<file path="src/rtl/ns3_pkg.sv">
package ns3_pkg;
  localparam int unsigned NS_ORDER = 3;
  // Feed-forward tap shifts into the quantizer node
  localparam int unsigned TAP1_SH = 2;  // s1 - s1/4 = 0.75*s1
  localparam int unsigned TAP2_SH = 2;  // 0.25*s2
  localparam int unsigned TAP3_SH = 5;  // 0.03125*s3

  typedef enum logic {
    QBIT_NEG = 1'b0,
    QBIT_POS = 1'b1
  } qbit_e;
endpackage

</file>
<file path="src/rtl/ns3_integ.sv">
module ns3_integ #(
  parameter int unsigned SW = 32
) (
  input  logic                 clk,
  input  logic                 rst_n,
  input  logic                 en,
  input  logic signed [SW-1:0] inc,
  output logic signed [SW-1:0] st
);
  localparam logic signed [SW-1:0] ST_MAX = {1'b0, {(SW-1){1'b1}}};
  localparam logic signed [SW-1:0] ST_MIN = {1'b1, {(SW-1){1'b0}}};

  logic signed [SW:0]   sum_w;
  logic signed [SW-1:0] st_nxt;
  logic                 ovf;

  always_comb begin
    sum_w = {st[SW-1], st} + {inc[SW-1], inc};
    ovf   = (sum_w[SW] != sum_w[SW-1]);
    if (!en) begin
      st_nxt = st;
    end else if (ovf) begin
      st_nxt = sum_w[SW] ? ST_MIN : ST_MAX;
    end else begin
      st_nxt = sum_w[SW-1:0];
    end
  end

  always_ff @(posedge clk or negedge rst_n) begin
    if (!rst_n) begin
      st <= '0;
    end else begin
      st <= st_nxt;
    end
  end


  sat_high_chk: assert property (@(posedge clk) disable iff (!rst_n)
    (en && st == ST_MAX && !inc[SW-1]) |=> (st == ST_MAX));

  sat_low_chk: assert property (@(posedge clk) disable iff (!rst_n)
    (en && st == ST_MIN && inc[SW-1]) |=> (st == ST_MIN));

  hold_idle_chk: assert property (@(posedge clk) disable iff (!rst_n)
    !en |=> $stable(st));
endmodule

</file>
<file path="src/rtl/ns3_quant.sv">
module ns3_quant
  import ns3_pkg::*;
#(
  parameter int unsigned SW = 32
) (
  input  logic                 clk,
  input  logic                 rst_n,
  input  logic signed [SW-1:0] s1,
  input  logic signed [SW-1:0] s2,
  input  logic signed [SW-1:0] s3,
  output qbit_e                qbit
);
  localparam int unsigned QW = SW + 3;

  logic signed [QW-1:0] e1, e2, e3, node;

  always_comb begin
    e1   = QW'(s1);
    e2   = QW'(s2);
    e3   = QW'(s3);
    node = e1 - (e1 >>> TAP1_SH) + (e2 >>> TAP2_SH) + (e3 >>> TAP3_SH);
    qbit = node[QW-1] ? QBIT_NEG : QBIT_POS;
  end


  nonneg_state_chk: assert property (@(posedge clk) disable iff (!rst_n)
    (!s1[SW-1] && !s2[SW-1] && !s3[SW-1]) |-> (qbit == QBIT_POS));
endmodule

</file>
<file path="src/rtl/noise_shaper3.sv">
module noise_shaper3
  import ns3_pkg::*;
#(
  parameter int unsigned IN_W  = 24,
  parameter int unsigned GUARD = 8
) (
  input  logic            clk,
  input  logic            rst_n,
  input  logic            smp_valid,
  input  logic [IN_W-1:0] smp_data,
  output logic            bit_out,
  output logic            bit_valid
);
  localparam int unsigned SW = IN_W + GUARD;
  localparam logic signed [SW-1:0] FS_POS = SW'(1) <<< (IN_W - 1);
  localparam logic signed [SW-1:0] FS_NEG = -FS_POS;

  logic [1:0] rst_sync;
  logic       rst_q;

  always_ff @(posedge clk or negedge rst_n) begin
    if (!rst_n) begin
      rst_sync <= '0;
    end else begin
      rst_sync <= {rst_sync[0], 1'b1};
    end
  end
  assign rst_q = rst_sync[1];

  logic signed [SW-1:0] st  [NS_ORDER];
  logic signed [SW-1:0] inc [NS_ORDER];
  logic signed [SW-1:0] u_ext, fb;
  qbit_e                qbit;

  always_comb begin
    u_ext  = SW'($signed(smp_data));
    fb     = (qbit == QBIT_POS) ? FS_POS : FS_NEG;
    inc[0] = u_ext - fb;
    for (int k = 1; k < NS_ORDER; k++) begin
      inc[k] = st[k-1];
    end
  end

  for (genvar g = 0; g < NS_ORDER; g++) begin : g_stage
    ns3_integ #(.SW(SW)) i_integ (
      .clk  (clk),
      .rst_n(rst_q),
      .en   (smp_valid),
      .inc  (inc[g]),
      .st   (st[g])
    );
  end

  ns3_quant #(.SW(SW)) i_quant (
    .clk  (clk),
    .rst_n(rst_q),
    .s1   (st[0]),
    .s2   (st[1]),
    .s3   (st[2]),
    .qbit (qbit)
  );

  logic bit_out_nxt, bit_valid_nxt;

  always_comb begin
    bit_valid_nxt = smp_valid;
    bit_out_nxt   = smp_valid ? (qbit == QBIT_POS) : bit_out;
  end

  always_ff @(posedge clk or negedge rst_q) begin
    if (!rst_q) begin
      bit_out   <= 1'b0;
      bit_valid <= 1'b0;
    end else begin
      bit_out   <= bit_out_nxt;
      bit_valid <= bit_valid_nxt;
    end
  end


  strobe_out_chk: assert property (@(posedge clk) disable iff (!rst_q)
    smp_valid |=> bit_valid);

  idle_out_chk: assert property (@(posedge clk) disable iff (!rst_q)
    !smp_valid |=> !bit_valid);

  idle_bit_chk: assert property (@(posedge clk) disable iff (!rst_q)
    !smp_valid |=> $stable(bit_out));
endmodule

</file>
<file path="config.mk">
export PLATFORM = sky130hd
export DESIGN_NAME = noise_shaper3
export DESIGN_NICKNAME = d
export VERILOG_FILES = /design/src/rtl/ns3_pkg.sv /design/src/rtl/ns3_integ.sv /design/src/rtl/ns3_quant.sv /design/src/rtl/noise_shaper3.sv
export SDC_FILE = /design/constraint.sdc
export NUM_CORES = 1
export LEC_CHECK = 0
export CAP_MARGIN = 10
export CORE_MARGIN = 5
export CORE_UTILIZATION = 55
export CTS_CLUSTER_DIAMETER = 120
export DETAILED_ROUTE_END_ITERATION = 10
export GPL_ROUTABILITY_DRIVEN = 0
export GPL_TIMING_DRIVEN = 1
export PLACE_DENSITY = 0.72
export RECOVER_POWER = 100
export SLEW_MARGIN = 40
export SYNTH_ARGS = -nofsm -noshare
export SYNTH_HDL_FRONTEND = slang
export SYNTH_SLANG_ARGS = --single-unit
</file>
<file path="constraint.sdc">
create_clock -name clk -period 8.3 [get_ports clk]
set_input_delay 1.66 -clock clk [delete_from_list [all_inputs] [get_ports clk]]
set_output_delay 1.66 -clock clk [all_outputs]
set_load 0.05 [all_outputs]
</file>
* Word-level counts from Yosys, hierarchy flattened
Cells that the tools add are included.
** Storage, ports and cells
- Flip-flop bits (word level) :: 100
- Input port bits :: 27
- Output and inout bits :: 2
- Word-level logic and storage cells :: 24
** Operators by class
- Add/sub/neg operators :: 7
- Equal/unequal tests :: 3
- Mux-type cells :: 8
** Operators by type and width (count)
- two-way mux 32 bit :: 7
- adder 32 x 32 -> 33 bit :: 3
- adder 34 x 27 -> 35 bit :: 1
- adder 33 x 30 -> 34 bit :: 1
- subtractor 32 x 30 -> 33 bit :: 1
- subtractor 24 x 32 -> 32 bit :: 1
- inequality test 1 bit :: 3
- two-way mux 1 bit :: 1

* Depth between registers and ports, before layout
- Depth in word-level cells :: 8
- Gate-level depth with buffers :: 29
- Depth with buffers taken out :: 26

* Hierarchy
From an unflattened synthesis, not the netlist that was laid out.
** Unflattened totals
- Cells, all modules :: 1505
- Area total of the unflattened synthesis :: 12808.5 um^2
** By module, submodules not included
- ns3_integ (g_stage[0].i_integ ...) :: instances 2, cells each 406, area each 3383.2 um^2
- ns3_integ (g_stage[2].i_integ) :: instances 1, cells each 413, area each 3473.3 um^2
- ns3_quant :: instances 1, cells each 269, area each 2406.1 um^2
- noise_shaper3 :: instances 1, cells each 11, area each 162.7 um^2

* Least setup slack after synthesis
Ideal clock, no wire load.
- Path type :: register -> register
- From :: reg g_stage[0].i_integ.st[29]
- To :: reg g_stage[0].i_integ.st[11]
- Library setup time :: 0.133 ns
- Arrival time :: 5.986 ns
- Path slack :: 2.181 ns
- Stages on the path, launching flop included :: 29
- Clock period less this slack :: 6.119 ns
- Cell sequence :: dfrtp_1 inv_1 fa_1 inv_1 fa_1 inv_1 ha_1 and4_1 nand2_1 or4_1 o21ai_0 a31oi_1 a21boi_0 o32ai_1 ha_1 xnor2_1 ha_1 clkbuf_1 and3_1 and2_1 a21oi_1 o21ai_0 a31o_2 o31a_1 buf_2 or2_1 nand2_1 buf_4 o22ai_1
** Between the ends
- Cells in the longest elaborated chain, start to end :: 8
** Ends and longest elaborated chain
- start: declaration :: line ns3_integ.sv:8 : output logic signed [SW-1:0] st
- start signal: assignment :: line ns3_integ.sv:33 : st <= st_nxt;
- subtractor 32 x 30 -> 33 bit :: line ns3_quant.sv:21 : node = e1 - (e1 >>> TAP1_SH) + (e2 >>> TAP2_SH) + (e3 >>> TAP3_SH);
- adder 33 x 30 -> 34 bit :: line ns3_quant.sv:21
- adder 34 x 27 -> 35 bit :: line ns3_quant.sv:21
- two-way mux 32 bit :: line noise_shaper3.sv:37 : fb = (qbit == QBIT_POS) ? FS_POS : FS_NEG;
- subtractor 24 x 32 -> 32 bit :: line noise_shaper3.sv:38 : inc[0] = u_ext - fb;
- adder 32 x 32 -> 33 bit (*) :: line ns3_integ.sv:18 : sum_w = {st[SW-1], st} + {inc[SW-1], inc};
- two-way mux 32 bit or inequality test 1 bit (tied branches) :: line ns3_integ.sv:23, ns3_integ.sv:19
- two-way mux 32 bit (*) :: line ns3_integ.sv:22 : end else if (ovf) begin
Every way passes the cells marked *; elsewhere a longest branch is shown, timed or not.
A chain may end at the register's enable or synchronous reset.

* Worst setup path in the final report
- From :: reg g_stage[0].i_integ.st[13]
- To :: reg g_stage[0].i_integ.st[18]
The elaborated chain is that of the path after synthesis.

==> flow_summary.json <==
{
  "start_util_pct": 55.6,
  "drtAntennaViolNets": 0,
  "antenna_found_initial": 0,
  "synth_edf_count": 0,
  "timing.rr.end": "g_stage[0].i_integ.st[18]",
  "wl_met1_mm": 14.7,
  "coreArea_um2": 21800,
  "globalRouteOverflowTotal": 0,
  "rsz0062_at_grt": "no",
  "slowest_delay_ns": 0.65,
  "clock_sinks": 100,
  "clockBufferDepth": 2,
  "place_inst": 1681,
  "final_cell_count_no_fill": 1697,
  "h-tree-depth": 3,
  "max_slew_margin_pct": -145,
  "synth-seq-cells": 100,
  "holdWs_ns": 0.356,
  "arrival_ns": 7.70,
  "num_rows": 54,
  "dr.pass1.iters": 5,
  "synthFlopType": "dfrtp_1",
  "yosysSeqAreaShare_pct": 20.7,
  "hold_violations": 0,
  "synth_area_um2": 12100,
  "drt_iter0_markers": 732,
  "violations": "max-capacitance violations, max-slew violations",
  "cts_root_buffer": "clkbuf_16",
  "r2r-start": "g_stage[0].i_integ.st[13]",
  "final_max_slew_viol_count": 153,
  "cts.repair.resized": 0,
  "crit_path_start_kind": "register",
  "die_h_um": 158,
  "diodes": 0,
  "endpoint_kind": "register",
  "async_flop_share_pct": 100,
  "dp_slack_ns": 0.928,
  "cp_max_fo": 20,
  "synth_nets": 1649,
  "grt_pass1_wl_mm": 50.3,
  "nNetsFinal": 1634,
  "slowest_stage": "o31a_1",
  "crit_required_ns": 8.57,
  "grt_pass1_vias": 9906,
  "setup_tns_ns": 0,
  "yosysWarnings": 0,
  "post_cts_buffers": 0,
  "via_per_inst": 6.04,
  "drc": 0,
  "path_class": "register to register",
  "syn_inst": 1427,
  "vias": 10300,
  "clock.fmax_ghz": 0.135,
  "clk_latency_ns": 0.37,
  "period_needed_ns": 7.43,
  "hold_class": "register to register",
  "cts_buffers": 9,
  "synth_area_per_cell_um2": 8.48,
  "io_pins": 29,
  "wl_met2_mm": 13.7,
  "period_share_pct": 89.5,
  "dr.max_layer_used": "met4",
  "wl_per_cell_um": 18.2,
  "crit_start": "g_stage[0].i_integ.st[13]",
  "dieArea_um2": 25100,
  "layout-drive-gt1-share_pct": 4.59,
  "finalSetupViolations": 0,
  "tightest_slew_ns": 3.67,
  "synth.distinct_cells": 81,
  "path_depth": 26,
  "setup.worst_path.end": "g_stage[0].i_integ.st[18]",
  "drv_cap": 2,
  "cpMostUsedCell": "o21ai_0",
  "dp_hpwl_mm": 25.0,
  "totalWireLength_mm": 30.9,
  "skew_ns": 0.0177,
  "wl_met3_mm": 1.78,
  "hold_buffers": 0,
  "path_clk_slew_ns": 0.07,
  "critPathTopFamily": "compound AO/OA/AOI/OAI gates",
  "cts_tree": "built",
  "r2r_slack_ns": 0.87,
  "reg2reg_depth": 26,
  "setup_slack_ns": 0.875,
  "grt_max_degree": 87,
  "areaGrowthSynthToFinish_pct": 5.48,
  "fp.dieW_um": 158,
  "io_buffer_count": 28,
  "status": "complete, but fails checks",
  "crit_buf_inv": 3,
  "track_usage_pct": 25.2
}
==> metrics by stage <==
| step | utilization (%) | instance area [µm²] |
|---|---|---|
| global route | 58.6 | 12800 |
| CTS | 58.8 | 12800 |
| detailed placement | 57.4 | 12500 |
| finish | 58.6 | 12800 |
| floorplan | - | 12100 |
| global placement | 57.3 | 12500 |
==> routing by layer <==
layer | vias up | GRT usage, %
li1 | 5046 | -
met1 | 4865 | 36.8
met2 | 299 | 40.2
met3 | 42 | 2.45
met4 | 0 | 7.19
met5 | - | 0
==> layout by cell type, fill, tap and decap left out, types with 14 or more instances in the layout <==
| master | instances |
|---|---|
| o22ai_1 | 42 |
| nand4_1 | 16 |
| nor2_1 | 62 |
| fa_1 | 63 |
| xor2_1 | 29 |
| o21ai_0 | 98 |
| a21oi_1 | 125 |
| nand2_1 | 81 |
| and3_1 | 14 |
| dfrtp_1 | 100 |
| nand2b_1 | 15 |
| nor2b_1 | 17 |
| xnor2_1 | 53 |
| o211ai_1 | 43 |
| ha_1 | 132 |
| inv_1 | 195 |
| a21o_1 | 51 |
| clkdlybuf4s50_1 | 24 |
| nand3_1 | 15 |
| a31oi_1 | 15 |
==> cells by family (layout without fill, tap and decap cells) <==
logic type	Yosys count	count (layout)	synth area share [%]
flip-flops	100	100	20.7
buffers and inverters	255	245	8.57
XOR/XNOR	83	83	6.17
multiplexers	9	9	0.807
adder cells (fa/ha/maj)	205	205	24.9
AND/OR/NAND/NOR	278	278	11.9
AO/OA/AOI/OAI	496	496	26.9
other	1	1	0.0310
==> worst min-delay path by stage <==
stage	from	to	slack, ns	cells past startpoint
finish	rst_sync[0]	rst_sync[1]	0.36	0
global route	rst_sync[0]	rst_sync[1]	0.38	0
CTS	rst_sync[1]	g_stage[0].i_integ.st[4]	0.30	0
detailed placement	rst_sync[1]	g_stage[0].i_integ.st[4]	0.30	0
global placement	rst_sync[1]	g_stage[0].i_integ.st[4]	0.29	0
floorplan	rst_sync[0]	rst_sync[1]	0.33	0
==> area by class of cell <==
| class | instances | area [µm²] |
|---|---|---|
| clock inverters | 5 | 66.3 |
| inverters | 195 | 732 |
| fillers | 2012 | 9000 |
| clock buffers | 11 | 253 |
| flip-flops and latches | 100 | 2500 |
| multi-input cells | 1072 | 8540 |
| well taps | 280 | 350 |
| repair buffers | 34 | 315 |
==> synth_stat cells, types with 4 or more instances <==
cell type / n / share of area (%)
inv_1: 195 / 6.1
ha_1: 132 / 14
a21oi_1: 125 / 5.2
dfrtp_1: 100 / 21
o21ai_0: 94 / 3.9
nand2_1: 81 / 2.5
fa_1: 63 / 10
nor2_1: 62 / 1.9
xnor2_1: 53 / 3.8
a21o_1: 51 / 3.2
o211ai_1: 43 / 2.7
o22ai_1: 38 / 2.0
clkbuf_1: 37 / 1.1
xor2_1: 29 / 2.1
nor2b_1: 17 / 0.88
nand4_1: 16 / 0.83
a31oi_1: 15 / 0.78
nand2b_1: 15 / 0.78
nand3_1: 15 / 0.62
and3_1: 14 / 0.72
and2_1: 12 / 0.62
o21ai_1: 12 / 0.50
o21bai_1: 12 / 0.74
a211oi_1: 11 / 0.68
buf_2: 11 / 0.46
nor3_1: 10 / 0.41
o22ai_2: 10 / 1.0
maj3_1: 9 / 0.74
nor2_4: 9 / 0.84
o221ai_1: 9 / 0.65
a211o_1: 8 / 0.58
o21a_1: 8 / 0.50
a311oi_1: 6 / 0.43
mux2_2: 6 / 0.56
a21boi_0: 5 / 0.31
a221oi_1: 5 / 0.36
buf_4: 5 / 0.31
buf_6: 4 / 0.37
o2111ai_1: 4 / 0.29
or2_2: 4 / 0.21
or3_1: 4 / 0.21
==> flip-flops by register name, summed over array words and instances (netlist names) <==
| register | flops |
|---|---|
| bit_valid | 1 |
| rst_sync | 2 |
| bit_out | 1 |
| g_stage.i_integ.st | 96 |
==> worst reg2reg max path: stages (launching register included) <==
cell       delay, ns
dfrtp_1         0.46
inv_1           0.10
fa_1            0.51
inv_1           0.05
fa_1            0.50
inv_1           0.04
ha_1            0.29
a21o_1          0.18
a21o_1          0.17
a21o_1          0.17
a2111oi_0       0.63
o21ai_0         0.17
a31oi_1         0.17
a21boi_0        0.25
o32ai_1         0.18
ha_1            0.20
or2_2           0.37
ha_1            0.40
a21oi_1         0.09
o21ai_0         0.43
a21oi_1         0.07
o21ai_0         0.16
a31o_2          0.17
o31a_1          0.65
and2_1          0.64
o211ai_1        0.18
o21ai_0         0.11
Power is left out: the tool's default activity adds up to more than one toggle a clock period on the data nets, which glitch-free logic cannot reach.
